`src/rtl/cpusp_pkg.sv`:
```
package cpusp_pkg;
  localparam int ADDR_W     = 32;
  localparam int WORD_W     = 16;
  localparam int NUM_BKPT   = 8;
  localparam int BKPT_IDX_W = $clog2(NUM_BKPT);
  localparam int NUM_CP     = 7;
  localparam int CP_ID_W    = 3;
  localparam int CP_REG_W   = 5;
  localparam int TYPE_W     = 4;

  localparam logic [TYPE_W-1:0] TYPE_BKPT   = 4'h0;
  localparam logic [TYPE_W-1:0] TYPE_COPROC = 4'h2;

  typedef enum logic [2:0] {
    CLS_IGNORE,
    CLS_BKPT_HIT,
    CLS_BKPT_MISS,
    CLS_COPROC,
    CLS_REJECT
  } cls_e;

  function automatic logic [TYPE_W-1:0] f_cyc_type(input logic [ADDR_W-1:0] a);
    return a[19:16];
  endfunction

  function automatic logic [BKPT_IDX_W-1:0] f_bkpt_num(input logic [ADDR_W-1:0] a);
    return a[4:2];
  endfunction

  function automatic logic [CP_ID_W-1:0] f_cp_id(input logic [ADDR_W-1:0] a);
    return a[15:13];
  endfunction

  function automatic logic [CP_REG_W-1:0] f_cp_reg(input logic [ADDR_W-1:0] a);
    return a[4:0];
  endfunction

  // Number 0 selects nothing; number n lights bit n-1.
  function automatic logic [NUM_CP-1:0] f_cp_onehot(input logic [CP_ID_W-1:0] id);
    logic [NUM_CP-1:0] r;
    r = '0;
    if (id != '0) r[int'(id) - 1] = 1'b1;
    return r;
  endfunction

  // 16-bit port returns the word; 8-bit port returns one byte on the upper lane.
  function automatic logic [WORD_W-1:0] f_byte_lane(input logic [WORD_W-1:0] w,
                                                    input logic port8,
                                                    input logic a0);
    logic [WORD_W-1:0] r;
    if (!port8)  r = w;
    else if (a0) r = {w[WORD_W/2-1:0], {(WORD_W/2){1'b0}}};
    else         r = {w[WORD_W-1:WORD_W/2], {(WORD_W/2){1'b0}}};
    return r;
  endfunction
endpackage

```
`src/rtl/cpusp_bkpt_table.sv`:
```
module cpusp_bkpt_table #(
  parameter int N  = cpusp_pkg::NUM_BKPT,
  parameter int W  = cpusp_pkg::WORD_W,
  localparam int IW = $clog2(N)
) (
  input  logic          clk,
  input  logic          rst_n,
  input  logic          we_i,
  input  logic [IW-1:0] wr_idx_i,
  input  logic [W-1:0]  wr_word_i,
  input  logic          wr_valid_i,
  input  logic [IW-1:0] rd_idx_i,
  output logic [W-1:0]  rd_word_o,
  output logic          rd_valid_o
);
  logic [W-1:0] word_q [N];
  logic         vld_q  [N];

  always_ff @(posedge clk) begin
    if (!rst_n) begin
      for (int i = 0; i < N; i++) begin
        word_q[i] <= '0;
        vld_q[i]  <= 1'b0;
      end
    end else if (we_i) begin
      word_q[wr_idx_i] <= wr_word_i;
      vld_q[wr_idx_i]  <= wr_valid_i;
    end
  end

  assign rd_word_o  = word_q[rd_idx_i];
  assign rd_valid_o = vld_q[rd_idx_i];

  // a write lands in the addressed slot by the next edge.
  a_r3_write_lands: assert property (@(posedge clk) disable iff (!rst_n)
    we_i |=> (vld_q[$past(wr_idx_i)] == $past(wr_valid_i)) &&
             (word_q[$past(wr_idx_i)] == $past(wr_word_i)));
endmodule

```
`src/rtl/cpusp_decode.sv`:
```
module cpusp_decode
  import cpusp_pkg::*;
#(
  parameter int AW = ADDR_W
) (
  input  logic          cpu_space_i,
  input  logic          rd_i,
  input  logic [AW-1:0] addr_i,
  input  logic          slot_valid_i,
  output cls_e          cls_o
);
  logic [TYPE_W-1:0]  cyc_type;
  logic [CP_ID_W-1:0] cp_id;

  assign cyc_type = f_cyc_type(addr_i);
  assign cp_id    = f_cp_id(addr_i);

  always_comb begin
    cls_o = CLS_IGNORE;
    if (cpu_space_i) begin
      if (cyc_type == TYPE_BKPT) begin
        if (!rd_i)             cls_o = CLS_REJECT;
        else if (slot_valid_i) cls_o = CLS_BKPT_HIT;
        else                   cls_o = CLS_BKPT_MISS;
      end else if (cyc_type == TYPE_COPROC) begin
        cls_o = (cp_id == '0) ? CLS_REJECT : CLS_COPROC;
      end else begin
        cls_o = CLS_REJECT;
      end
    end
  end
endmodule

```
`src/rtl/cpusp_resp.sv`:
```
module cpusp_resp
  import cpusp_pkg::*;
#(
  parameter int W  = WORD_W,
  parameter int NC = NUM_CP
) (
  input  logic                clk,
  input  logic                rst_n,
  input  logic                strobe_i,
  input  cls_e                cls_i,
  input  logic [W-1:0]        word_i,
  input  logic                port8_i,
  input  logic                a0_i,
  input  logic [CP_ID_W-1:0]  cp_id_i,
  input  logic [CP_REG_W-1:0] cp_reg_i,
  input  logic                retry_i,
  output logic [W-1:0]        data_o,
  output logic                ack_o,
  output logic                berr_o,
  output logic                halt_o,
  output logic [NC-1:0]       cp_sel_o,
  output logic [CP_REG_W-1:0] cp_reg_o
);
  logic done_q;
  logic take_evt;   // first edge of a strobe that belongs to this block
  logic drop_evt;   // strobe seen low: release everything

  assign take_evt = strobe_i && !done_q && (cls_i != CLS_IGNORE);
  assign drop_evt = !strobe_i;

  always_ff @(posedge clk) begin
    if (!rst_n || drop_evt) begin
      done_q   <= 1'b0;
      data_o   <= '0;
      ack_o    <= 1'b0;
      berr_o   <= 1'b0;
      halt_o   <= 1'b0;
      cp_sel_o <= '0;
      cp_reg_o <= '0;
    end else if (take_evt) begin
      done_q <= 1'b1;
      case (cls_i)
        CLS_BKPT_HIT: begin
          ack_o  <= 1'b1;
          data_o <= f_byte_lane(word_i, port8_i, a0_i);
        end
        CLS_COPROC: begin
          cp_sel_o <= f_cp_onehot(cp_id_i);
          cp_reg_o <= cp_reg_i;
        end
        default: begin
          berr_o <= 1'b1;
          halt_o <= retry_i;
        end
      endcase
    end
  end

  // acknowledge and bus error never together.
  a_r9_ack_berr_excl: assert property (@(posedge clk) disable iff (!rst_n)
    !(ack_o && berr_o));
  // halt only rides on a bus error.
  a_r9_halt_needs_berr: assert property (@(posedge clk) disable iff (!rst_n)
    halt_o |-> berr_o);
  // everything released after the strobe is seen low.
  a_r10_release: assert property (@(posedge clk) disable iff (!rst_n)
    !strobe_i |=> (!ack_o && !berr_o && !halt_o && cp_sel_o == '0 && data_o == '0));
  // a given acknowledge is held while the strobe stays high.
  a_r10_ack_held: assert property (@(posedge clk) disable iff (!rst_n)
    (ack_o && strobe_i) |=> (ack_o && $stable(data_o)));
  // at most one coprocessor selected.
  a_r6_sel_onehot: assert property (@(posedge clk) disable iff (!rst_n)
    $onehot0(cp_sel_o));
  // a coprocessor select never comes with acknowledge or bus error.
  a_r6_sel_quiet: assert property (@(posedge clk) disable iff (!rst_n)
    (cp_sel_o != '0) |-> (!ack_o && !berr_o));
  // an acknowledge only rises after a sampled strobe.
  a_r2_ack_after_strobe: assert property (@(posedge clk) disable iff (!rst_n)
    $rose(ack_o) |-> $past(strobe_i));
endmodule

```
`src/rtl/cpu_space_responder.sv`:
```
module cpu_space_responder
  import cpusp_pkg::*;
#(
  parameter int AW  = ADDR_W,
  parameter int W   = WORD_W,
  parameter int NB  = NUM_BKPT,
  parameter int NC  = NUM_CP,
  localparam int IW = $clog2(NB)
) (
  input  logic                clk,
  input  logic                rst_n,
  input  logic [AW-1:0]       addr_i,
  input  logic                cpu_space_i,
  input  logic                strobe_i,
  input  logic                rd_i,
  input  logic                port8_i,
  input  logic                retry_i,
  input  logic                tbl_we_i,
  input  logic [IW-1:0]       tbl_idx_i,
  input  logic [W-1:0]        tbl_word_i,
  input  logic                tbl_valid_i,
  output logic [W-1:0]        data_o,
  output logic                ack_o,
  output logic                berr_o,
  output logic                halt_o,
  output logic [NC-1:0]       cp_sel_o,
  output logic [CP_REG_W-1:0] cp_reg_o
);
  logic [W-1:0] slot_word;
  logic         slot_valid;
  cls_e         cls;
  logic         unused_addr_bits;

  assign unused_addr_bits = ^{addr_i[AW-1:20], addr_i[12:5]};

  cpusp_bkpt_table #(.N(NB), .W(W)) u_table (
    .clk        (clk),
    .rst_n      (rst_n),
    .we_i       (tbl_we_i),
    .wr_idx_i   (tbl_idx_i),
    .wr_word_i  (tbl_word_i),
    .wr_valid_i (tbl_valid_i),
    .rd_idx_i   (f_bkpt_num(addr_i)),
    .rd_word_o  (slot_word),
    .rd_valid_o (slot_valid)
  );

  cpusp_decode #(.AW(AW)) u_decode (
    .cpu_space_i  (cpu_space_i),
    .rd_i         (rd_i),
    .addr_i       (addr_i),
    .slot_valid_i (slot_valid),
    .cls_o        (cls)
  );

  cpusp_resp #(.W(W), .NC(NC)) u_resp (
    .clk      (clk),
    .rst_n    (rst_n),
    .strobe_i (strobe_i),
    .cls_i    (cls),
    .word_i   (slot_word),
    .port8_i  (port8_i),
    .a0_i     (addr_i[0]),
    .cp_id_i  (f_cp_id(addr_i)),
    .cp_reg_i (f_cp_reg(addr_i)),
    .retry_i  (retry_i),
    .data_o   (data_o),
    .ack_o    (ack_o),
    .berr_o   (berr_o),
    .halt_o   (halt_o),
    .cp_sel_o (cp_sel_o),
    .cp_reg_o (cp_reg_o)
  );

  // a strobe outside CPU space never produces a response.
  a_r11_ignore_plain: assert property (@(posedge clk) disable iff (!rst_n)
    (strobe_i && !cpu_space_i && !ack_o && !berr_o && cp_sel_o == '0)
      |=> (!ack_o && !berr_o && cp_sel_o == '0));
  // coprocessor number 0 never selects.
  a_r7_id0_no_sel: assert property (@(posedge clk) disable iff (!rst_n)
    (strobe_i && cpu_space_i && addr_i[19:16] == 4'h2 && addr_i[15:13] == 3'd0 &&
     !berr_o) |=> (cp_sel_o == '0));
endmodule

```
`config.mk`:
```
export PLATFORM = sky130hd
export DESIGN_NAME = cpu_space_responder
export DESIGN_NICKNAME = d
export VERILOG_FILES = /design/src/rtl/cpusp_pkg.sv /design/src/rtl/cpusp_bkpt_table.sv /design/src/rtl/cpusp_decode.sv /design/src/rtl/cpusp_resp.sv /design/src/rtl/cpu_space_responder.sv
export SDC_FILE = /design/constraint.sdc
export NUM_CORES = 1
export LEC_CHECK = 0
export ABC_AREA = 1
export ABC_CLOCK_PERIOD_IN_PS = 2500
export BUFFER_PORTS_ARGS = -buffer_cell sky130_fd_sc_hd__buf_2
export CORE_MARGIN = 8
export CORE_UTILIZATION = 42
export CTS_CLUSTER_SIZE = 16
export DETAILED_ROUTE_END_ITERATION = 7
export GPL_TIMING_DRIVEN = 0
export PLACE_DENSITY = 0.63
export SLEW_MARGIN = 20
export SYNTH_ARGS = -nofsm -noshare
export SYNTH_HDL_FRONTEND = slang
export SYNTH_SLANG_ARGS = --single-unit
export TNS_END_PERCENT = 50
```
`constraint.sdc`:
```
create_clock -name clk -period 2.5 [get_ports clk]
set_clock_uncertainty 0.05 [all_clocks]
set_input_delay 0.25 -clock clk [delete_from_list [all_inputs] [get_ports clk]]
set_output_delay 0.25 -clock clk [all_outputs]
set_load 0.02 [all_outputs]
```
==> metrics.md, run 1 <==
| Metric | Value |
|---|---|
| Status | `completed` |
| Largest net degree at the start of global routing | `17` |
| FMAX | `about 0.45 GHz` |
| Critical Path Stages | `6` |
| Average vias per placed instance | `~5.0` |
| Vias in the first global route | `5807` |
| Final hold slack | `a little under 40 ps` |
| Core area | `between 15000 and 20000 um^2` |
| Syn nets | `954` |
| Slew HR | `a little over a third` |
| Post-layout nets | `~1000` |
| Pre-antenna DRT Iters | `5` |
| Fillcell total | `approximately 1700` |
| Num CTS Buffers | `17` |
| Ant diodes | `0` |
| Final Power | `between 6 and 7 mW` |
| Synth top area cells | `edfxtp_1 50%, nor2_1 10%, dfxtp_1 10%, nand2_1 9.8%, nand3_1 6.1%` |
| Max incr delay on CP | `approximately 750 ps` |
| Initial Utilization | `roughly 43%` |
| Routability cong. | `between 0.8 and 0.9` |
| Setup TNS | `0 ps` |
| Num Clock Sinks | `roughly 170` |
| Final setup fails | `0` |
| Clock Latency Late Sink | `440 ps` |
| Hold Path Sink | `u_resp.halt_o` |
| Number of stages on the worst hold path | `3` |
| Global route total overflow | `0` |
| Number of synthesized flops with an enable pin | `128` |
| Combined area of the multi-input logic cells | `2450 um^2` |
| Reg-to-Reg End | `u_resp.data_o[7]` |
| Endpoints failing hold | `0` |
| Clock slew at reported path FFs | `~60 ps` |
| Rows | `49` |
| Max Cap Viol | `0` |
| Reg2reg setup slack | `around 950 ps` |
| Sequential fraction of the synthesis area | `60.3%` |
| Post-synth cell types | `26` |
| Area grow syn2layout | `16.2%` |
| Root Buffer Master | `clkbuf_16` |
| Routed via count | `6048` |
| Top-count cell post-synth | `nor2_1` |
| DRT Wirelength | `20500 um` |
| CTS tree | `done` |
| Die area | `22900 um^2` |
| Cells after synthesis | `just under 900` |
| I/O pins | `91` |
| R2R Path Start | `u_table.vld_q[1]` |
| Syn. warnings | `0` |
| Top FF cell, synth | `edfxtp_1` |
| Peak VDD IR | `0.435 mV` |
| Crit path max fanout | `16` |
| Family with the most delay on the worst path | `simple AND/OR/NAND/NOR gates` |
| Tcrit/Tclk final | `slightly below 90%` |
| Hold Path Class | `in -> reg` |
| Synth top cells by count | `215 x nor2_1, 202 x nand2_1, 128 x edfxtp_1, 96 x inv_1, 94 x nand3_1` |
| PwrDens | `between 700 and 800 nW/um^2` |
| DRC | `0` |
| Mean Syn Cell Area | `roughly 8.6 um^2` |
| Post-detailed-route count of antenna-violating nets | `0` |
| Yosys reg bits | `~170` |
| Cells along the critical path | `buf_2, nand2_1, nor2_1, nand2_2, buf_2, nand2_1` |
| Final setup margin | `between 200 and 300 ps` |
| Fin. max-slew vios | `0` |
| Port Buf Inserts | `66` |
| Iter 0 DRT Violations | `574` |
| Register area | `around 4600 um^2` |
| GRT Overall Usage | `~19%` |
| Clock Path Buffers | `2` |
| Tmin final | `about 2200 ps` |
| Share of cells above drive strength 1 | `14.0%` |
| Hpwl dp | `13900 um` |
| Post-synth ARST share | `0%` |
| Crit-path slowest cell | `nand2_1` |
| Yosys top cell by area | `edfxtp_1` |
| WP data arrival | `2220 ps` |
| Post-synthesis cell area | `~7700 um^2` |
| WP buf/inv | `2` |
| R2R cell count | `9` |
| CP Data Required Time | `around 2500 ps` |
| Cell Area, Placed | `approximately 8300 um^2` |
| Avg WL per Cell | `approximately 17 um` |
| Slew @ Worst Pin | `975 ps` |
| Type of origin of the critical path | `input pin` |
| Yosys top cell area share | `between 40% and 50%` |
| Initial antenna violation count | `0` |
| Setup Buffers After CTS | `0` |
| LEAKAGE | `approximately 4.0 nW` |
| Worst hold start | `retry_i` |
| CP Class | `in -> reg` |
| Die Y-Extent | `~150 um` |
| RSZ-0062 raised after global routing | `no` |
| H-tree Lvls | `4` |
| Post-route cell area | `slightly below 9000 um^2` |
| First-pass GRT wire length | `between 30000 and 40000 um` |
| Die Span X | `~150 um` |
| Pre-CTS worst setup slack | `-165 ps` |
| Worst Setup End Kind | `flip-flop` |
==> metal layers <==
layer	vias up	wire length (um)	track usage, %
met5	-	0	0
met4	0	512	8.66
met3	39	1470	4.43
met2	209	9790	29.9
met1	2781	8730	23.1
li1	3019	-	-
==> state kept, by name, indices dropped and copies added (netlist names) <==
register,cells
u_table.word_q,128
u_resp.data_o,16
u_table.vld_q,8
u_resp.cp_sel_o,7
u_resp.cp_reg_o,5
u_resp.ack_o,1
u_resp.berr_o,1
u_resp.done_q,1
u_resp.halt_o,1
==> timing repair <==
action | 4_1_cts | 5_1_grt
hold buffers | 1 | 0
endpoints found under the hold margin | 1 | 0
gates resized for setup | 0 | 0
==> power by group <==
part	total, mW	switching [mW]	internal [mW]
Sequential	3.17	0.0351	3.14
Clock	2.68	1.09	1.59
Combinational	0.534	0.385	0.149
Total	6.39	1.51	4.88
==> how the worst max path moves through the flow <==
stage / start / end / slack (ps)
3_3_place_gp: rst_n / u_table.word_q[2][2] / -170
6_report: rst_n / u_table.word_q[2][0] / 290
3_5_place_dp: rst_n / u_table.word_q[2][3] / -160
5_1_grt: rst_n / u_table.word_q[3][9] / 210
4_1_cts: rst_n / u_table.word_q[2][9] / 290
2_1_floorplan: rst_n / u_table.word_q[0][0] / 600
==> cells by family after synthesis <==
logic type | count (synthesis) | synth area share (%)
buf+inv | 141 | 7.91
compound gates | 51 | 3.38
xor+xnor | 1 | 0.114
flops | 168 | 60.3
fa+ha+maj | 2 | 0.325
simple gates | 529 | 28.0
==> stage by stage <==
stage | std cells | util [%]
3_3_place_gp | 1187 | 46.3
5_1_grt | 1220 | 49.8
3_5_place_dp | 1187 | 46.3
4_1_cts | 1220 | 49.8
6_report | 1220 | 49.8
2_1_floorplan | 892 | -
==> layout by cell type (no fill, tap or decap), types with 6 or more instances in the layout <==
master / instances
a21oi_1: 13
buf_2: 85
buf_4: 7
clkbuf_1: 7
clkbuf_16: 22
dfxtp_1: 40
edfxtp_1: 128
inv_1: 96
nand2_1: 202
nand2_2: 8
nand3_1: 94
nor2_1: 215
nor3_1: 6
o21ai_0: 31
==> area by class of cell <==
class	count	share of cell area, %
plain buffers	41	2.61
clock buffers	24	6.35
repair buffers	67	3.80
well taps	229	3.20
flip-flops and latches	168	51.9
multi-input cells	583	27.4
clock inverters	8	0.573
inverters	100	4.19
==> tightest hold or removal path: cells and delay by family <==
kind                   cells  cell delay, ps
AO/OA/AOI/OAI              1              60
buffers and inverters      1             100
AND/OR/NAND/NOR            1              70
Power figures use the tool's default switching activity.
==> run 2, diff against run 1 <==
--- a/config.mk
+++ b/config.mk
@@ -6,14 +6,13 @@
 export NUM_CORES = 1
 export LEC_CHECK = 0
 export ABC_AREA = 1
-export ABC_CLOCK_PERIOD_IN_PS = 2500
+export ABC_CLOCK_PERIOD_IN_PS = 2200
 export BUFFER_PORTS_ARGS = -buffer_cell sky130_fd_sc_hd__buf_2
-export CORE_MARGIN = 8
 export CORE_UTILIZATION = 42
 export CTS_CLUSTER_SIZE = 16
 export DETAILED_ROUTE_END_ITERATION = 7
 export GPL_TIMING_DRIVEN = 0
-export PLACE_DENSITY = 0.63
+export PLACE_DENSITY = 0.65
 export SLEW_MARGIN = 20
 export SYNTH_ARGS = -nofsm -noshare
 export SYNTH_HDL_FRONTEND = slang
==> constraint.sdc (replaced) <==
create_clock -name clk -period 2.2 [get_ports clk]
set_clock_uncertainty 0.05 [all_clocks]
set_input_delay 0.22 -clock clk [delete_from_list [all_inputs] [get_ports clk]]
set_output_delay 0.22 -clock clk [all_outputs]
set_load 0.02 [all_outputs]
==> run 2 against run 1 <==
Against the previous run:
- utilization decreased by 0.11 points
- sequential power grew 14%
- combinational power grew 13%
- flip-flop and latch count stayed put
- die area shrank 18%
- first-iteration DRC count fell by 26%
- setup slack worse by 79 ps
- routed wire length decreased by 3.8%
- largest cell class unchanged
==> metrics.md, run 2 (same netlist as run 1, synthesis figures left out) <==
| Metric | Value |
|---|---|
| Crit-path slowest cell | `nand2_1` |
| Slew @ Worst Pin | `between 800 and 900 ps` |
| Largest net degree at the start of global routing | `17` |
| GRT Overall Usage | `a little over a fifth` |
| Most common library cell in the layout ignoring fill and taps | `nor2_1` |
| Status | `completed` |
| Register with the most flip-flops | `u_table.word_q` |
| Global route total overflow | `0` |
| Slew HR | `44.2%` |
| Final core occ | `about half` |
| Num CTS Buffers | `17` |
| Pre-CTS worst setup slack | `-467 ps` |
| Ant diodes | `0` |
| Post-layout nets | `1040` |
| Avg WL per Cell | `16.2 um` |
| Type of origin of the critical path | `input pin` |
| RSZ-0062 raised after global routing | `no` |
| Max FFs per register | `approximately 130` |
| Fin. max-slew vios | `0` |
| I/O pins | `roughly 90` |
| Iter 0 DRT Violations | `427` |
| Core area | `18000 um^2` |
| DRC | `0` |
| Final setup fails | `0` |
| Port Buf Inserts | `66` |
| Endpoints failing hold | `0` |
| CTS tree | `done` |
| Num Clock Sinks | `approximately 170` |
| DRT Wirelength | `approximately 20000 um` |
| WP data arrival | `1990 ps` |
| Rows | `49` |
| Die Span X | `137 um` |
| Hold Path Class | `in -> reg` |
| PwrDens | `about 810 nW/um^2` |
| Clock Latency Late Sink | `430 ps` |
| R2R cell count | `9` |
| Initial Utilization | `roughly 43%` |
| Tcrit/Tclk final | `90.4%` |
| Crit path max fanout | `16` |
| Clock slew at reported path FFs | `roughly 60 ps` |
| CP Class | `in -> reg` |
| Routed via count | `approximately 6000` |
| Fillcell total | `roughly 1700` |
| Average vias per placed instance | `4.93` |
| Routability cong. | `around 0.81` |
| Die area | `around 19000 um^2` |
| First-pass GRT wire length | `between 20000 and 30000 um` |
| Peak VDD IR | `between 0.5 and 0.6 mV` |
| Biggest regs | `u_table.word_q: 128 flops, u_resp.data_o: 16 flops, u_table.vld_q: 8 flops` |
| Number of stages on the worst hold path | `3` |
| Most frequent cells in the layout | `215 x nor2_1, 197 x nand2_1, 128 x edfxtp_1` |
| Setup Buffers After CTS | `0` |
| Initial antenna violation count | `0` |
| Worst Setup End Kind | `flip-flop` |
| Hpwl dp | `13200 um` |
| Register area | `4640 um^2` |
| FMAX | `a little over 0.5 GHz` |
| Max Cap Viol | `0` |
| H-tree Lvls | `4` |
| Final setup margin | `211 ps` |
| LEAKAGE | `between 4 and 5 nW` |
| Tmin final | `around 2000 ps` |
| Combined area of the multi-input logic cells | `roughly 2500 um^2` |
| Root Buffer Master | `clkbuf_16` |
| Pre-antenna DRT Iters | `5` |
| Max incr delay on CP | `640 ps` |
| Cells along the critical path | `buf_2, nand2_1, nor2_1, nand2_2, buf_2, nand2_1` |
| Clock Path Buffers | `2` |
| Vias in the first global route | `between 5000 and 6000` |
| Share of cells above drive strength 1 | `14.2%` |
| CP Data Required Time | `roughly 2200 ps` |
| Die Y-Extent | `~140 um` |
| Area grow syn2layout | `15.9%` |
| Post-detailed-route count of antenna-violating nets | `0` |
## run 2: routing by layer
layer  routed length [um]  track usage [%]
met2                 9500             36.6
met1                 8400             27.7
met3                 1360             4.71
met5                    0                0
met4                  453             8.36
## run 2: what timing repair did
| item | CTS | global route |
|---|---|---|
| hold endpoints to repair | 1 | 0 |
| gates resized for setup | 1 | 4 |
| setup endpoints to repair | 11 | 36 |
| hold buffers | 1 | 0 |
## run 2: path summary, 6_finish.rpt
kind / startpoint / end / slack [ps]
setup / recovery: rst_n / u_table.word_q[0][13] / 210
hold / removal: addr_i[0] / u_resp.cp_reg_o[0] / 10
setup reg to reg: u_table.vld_q[3] / u_resp.data_o[12] / 640
hold reg to reg: u_resp.berr_o / u_resp.berr_o / 400
## run 2: worst max-delay path, delay by kind of cell
kind | cells | cell delay [ps]
and+or+nand+nor | 4 | 1300
buffers and inverters | 2 | 460
## run 2: area by class of cell
cell class              instances  area share, %
flip-flops and latches        168           52.0
repair buffers                 67           3.81
plain buffers                  41           2.62
well taps                     229           3.21
clock inverters                13           1.72
inverters                     100           4.20
clock buffers                  19           4.85
multi-input cells             583           27.6
## run 2: power by group
part	internal (mW)	switching, mW	total [mW]
Clock	1.77	1.23	3.01
Combinational	0.171	0.435	0.606
Sequential	3.57	0.0389	3.60
Total	5.51	1.71	7.22
## run 2: through the flow
step	power (mW)	hold slack, ps	cells	cell area, um^2	setup TNS (ps)
finish	7.22	13.7	1220	8930	0
floorplan	4.05	305	892	7710	0
detailed placement	4.27	398	1187	8320	-39330
global route	7.45	4.29	1220	8930	0
CTS	7.23	1.15	1220	8920	0
global placement	4.26	391	1187	8320	-36000
==> run 3, diff against run 2 <==
--- a/config.mk
+++ b/config.mk
@@ -9,6 +9,7 @@
 export ABC_CLOCK_PERIOD_IN_PS = 2200
 export BUFFER_PORTS_ARGS = -buffer_cell sky130_fd_sc_hd__buf_2
 export CORE_UTILIZATION = 42
+export CTS_BUF_LIST = sky130_fd_sc_hd__clkbuf_4
 export CTS_CLUSTER_SIZE = 16
 export DETAILED_ROUTE_END_ITERATION = 7
 export GPL_TIMING_DRIVEN = 0
==> run 3 against run 2 <==
Against the previous run:
- via count grew 1.7%
- routed wire length grew 0.20%
- maximum frequency grew 1.0%
- non-clock buffer count grew 26
- global-route usage grew 0.099 points
- combinational power grew 5.1%
- die area is the same
- first-iteration DRC count grew 5.9%
- clock power shrank 38%
- utilization shrank 0.22 points
- cell count grew 2.2%
- setup slack gained 21 ps
- largest cell class unchanged
==> metrics.md, run 3 (same netlist as run 1, synthesis figures left out) <==
| Metric | Value |
|---|---|
| Cells along the critical path | `buf_2, nand2_1, nor2_1, nand2_2, buf_2, nand2_1` |
| Switch share | `25.4%` |
| I/O pins | `roughly 90` |
| Worst Setup End Kind | `flip-flop` |
| Sw Pwr | `roughly 1.6 mW` |
| Num CTS Buffers | `17` |
| Post-detailed-route count of antenna-violating nets | `0` |
| Hold Path Sink | `u_table.word_q[2][5]` |
| Reg2reg setup slack | `between 600 and 700 ps` |
| Max FFs per register | `between 100 and 150` |
| Initial antenna violation count | `1` |
| Cell Area, Placed | `8320 um^2` |
| CP Class | `in -> reg` |
| Global route total overflow | `0` |
| Share of cells above drive strength 1 | `between 10% and 20%` |
| Biggest regs | `u_table.word_q: 128 flops, u_resp.data_o: 16 flops, u_table.vld_q: 8 flops` |
| Seq pwr share | `just under 60%` |
| Initial Utilization | `about 43%` |
| Peak VDD IR | `between 0.3 and 0.4 mV` |
| RSZ-0062 raised after global routing | `no` |
| Internal | `4.56 mW` |
| Cell Count Post-Placement | `1187` |
| Port Buf Inserts | `66` |
| Crit path max fanout | `16` |
| WP data arrival | `approximately 2100 ps` |
| Slew @ Worst Pin | `959 ps` |
| Post-route cell area | `just under 9000 um^2` |
| Routability cong. | `roughly 0.8` |
| Status | `completed` |
| Iter 0 DRT Violations | `about 450` |
| First-pass GRT wire length | `29900 um` |
| Root Buffer Master | `clkbuf_4` |
| Pre-CTS worst setup slack | `-467 ps` |
| Crit-path slowest cell | `nand2_1` |
| Fin. max-slew vios | `0` |
| Final Power | `around 6.1 mW` |
| Most common library cell in the layout ignoring fill and taps | `nor2_1` |
| Number of stages on the worst hold path | `3` |
| FMAX | `0.508 GHz` |
| Post-layout nets | `1066` |
| Die Span X | `137 um` |
| Area grow syn2layout | `15.4%` |
| H-tree Lvls | `4` |
| GRT Overall Usage | `between 20% and 30%` |
| DRT Wirelength | `19800 um` |
| Clock slew at reported path FFs | `between 100 and 150 ps` |
| Largest net degree at the start of global routing | `17` |
| Max incr delay on CP | `~740 ps` |
| Clk pwr share | `a little under a third` |
| LEAKAGE | `3.99 nW` |
| R2R Path Start | `u_table.vld_q[7]` |
| R2R cell count | `9` |
| Num Clock Sinks | `approximately 170` |
| Clock Latency Late Sink | `590 ps` |
| PwrDens | `688 nW/um^2` |
| Avg WL per Cell | `~16 um` |
| Pre-antenna DRT Iters | `7` |
| Worst hold start | `tbl_word_i[5]` |
| Setup Buffers After CTS | `0` |
| Rows | `slightly below 50` |
| Tmin final | `around 2000 ps` |
| Register with the most flip-flops | `u_table.word_q` |
| Hpwl dp | `13200 um` |
| Combinational share of power | `around a tenth` |
| CTS tree | `done` |
| Vias in the first global route | `5529` |
| Max Cap Viol | `0` |
| Final setup fails | `0` |
| Die Y-Extent | `between 100 and 150 um` |
| Tcrit/Tclk final | `between 80% and 90%` |
| DRC | `0` |
| Most frequent cells in the layout | `215 x nor2_1, 202 x nand2_1, 128 x edfxtp_1` |
| Die area | `approximately 19000 um^2` |
| Routed via count | `6124` |
| Final setup margin | `232 ps` |
| Final core occ | `49.5%` |
| Endpoints failing hold | `0` |
| CP Data Required Time | `around 2400 ps` |
| Hold Path Class | `in -> reg` |
| Fillcell total | `1710` |
| Average vias per placed instance | `4.91` |
| Fin cells | `about 1200` |
| Slew HR | `between 30 and 40%` |
| Clock Path Buffers | `2` |
| Reg-to-Reg End | `u_resp.data_o[12]` |
| Type of origin of the critical path | `input pin` |
| Core area | `roughly 18000 um^2` |
[run 3: changes by cell type in the layout (fill, tap and decap cells not counted)]
| cell | previous run | this run |
|---|---|---|
| diode_2 | 0 | 1 |
| nand2_1 | 197 | 202 |
| dlygate4sd3_1 | 1 | 27 |
| nand2_2 | 13 | 8 |
| clkbuf_1 | 8 | 6 |
| clkbuf_4 | 0 | 19 |
| clkbuf_16 | 17 | 0 |
[run 3: cell type report]
type	instances	area [um^2]	share of cell area, %
Sequential cell	168	4640	52.2
Multi-Input combinational cell	583	2450	27.6
Timing Repair Buffer	93	601	6.75
Inverter	100	375	4.22
Tap cell	229	287	3.22
Buffer	41	234	2.63
Clock inverter	13	154	1.73
Clock buffer	19	143	1.60
Antenna cell	1	2.50	0.0281
[run 3: layer usage]
layer	share of wire (%)	global-route usage, %
met4	2.6	9.58
met5	0	0
met2	48	36.1
met3	6.7	4.53
met1	43	28.1
[run 3: worst max-delay path by stage]
stage,startpoint,cells past startpoint,endpoint
after global routing,rst_n,6,u_table.word_q[3][14]
after global placement,rst_n,6,u_table.word_q[2][9]
final,rst_n,6,u_table.word_q[3][14]
after detailed placement,rst_n,6,u_table.word_q[3][14]
after CTS,rst_n,6,u_table.word_q[3][14]
after floorplan,rst_n,6,u_table.word_q[0][0]
[run 3: metrics by stage]
stage               hold WS [ps]  setup TNS, ps
finish                      48.2              0
global route                17.4              0
CTS                         4.30              0
detailed placement           398         -39330
global placement             391         -36000
floorplan                    305              0
[run 3: what timing repair did]
| action | 4_1_cts | 5_1_grt |
|---|---|---|
| hold buffers | 27 | 0 |
| resized for setup | 0 | 0 |
| setup endpoints to repair | 0 | 0 |
| endpoints found under the hold margin | 88 | 0 |
[run 3: critical path: cells and delay by family]
kind                   cells  cell delay, ps
and+or+nand+nor            4            1440
buffers and inverters      2             450
[run 3: power by group through the flow]
| stage | Clock, mW | Combinational (mW) | Sequential (mW) |
|---|---|---|---|
| after floorplan | 0 | 0.387 | 3.66 |
| after global placement | 0 | 0.590 | 3.67 |
| after detailed placement | 0 | 0.598 | 3.67 |
| after CTS | 1.92 | 0.637 | 3.60 |
| after global routing | 2.04 | 0.714 | 3.62 |
| final | 1.88 | 0.637 | 3.60 |
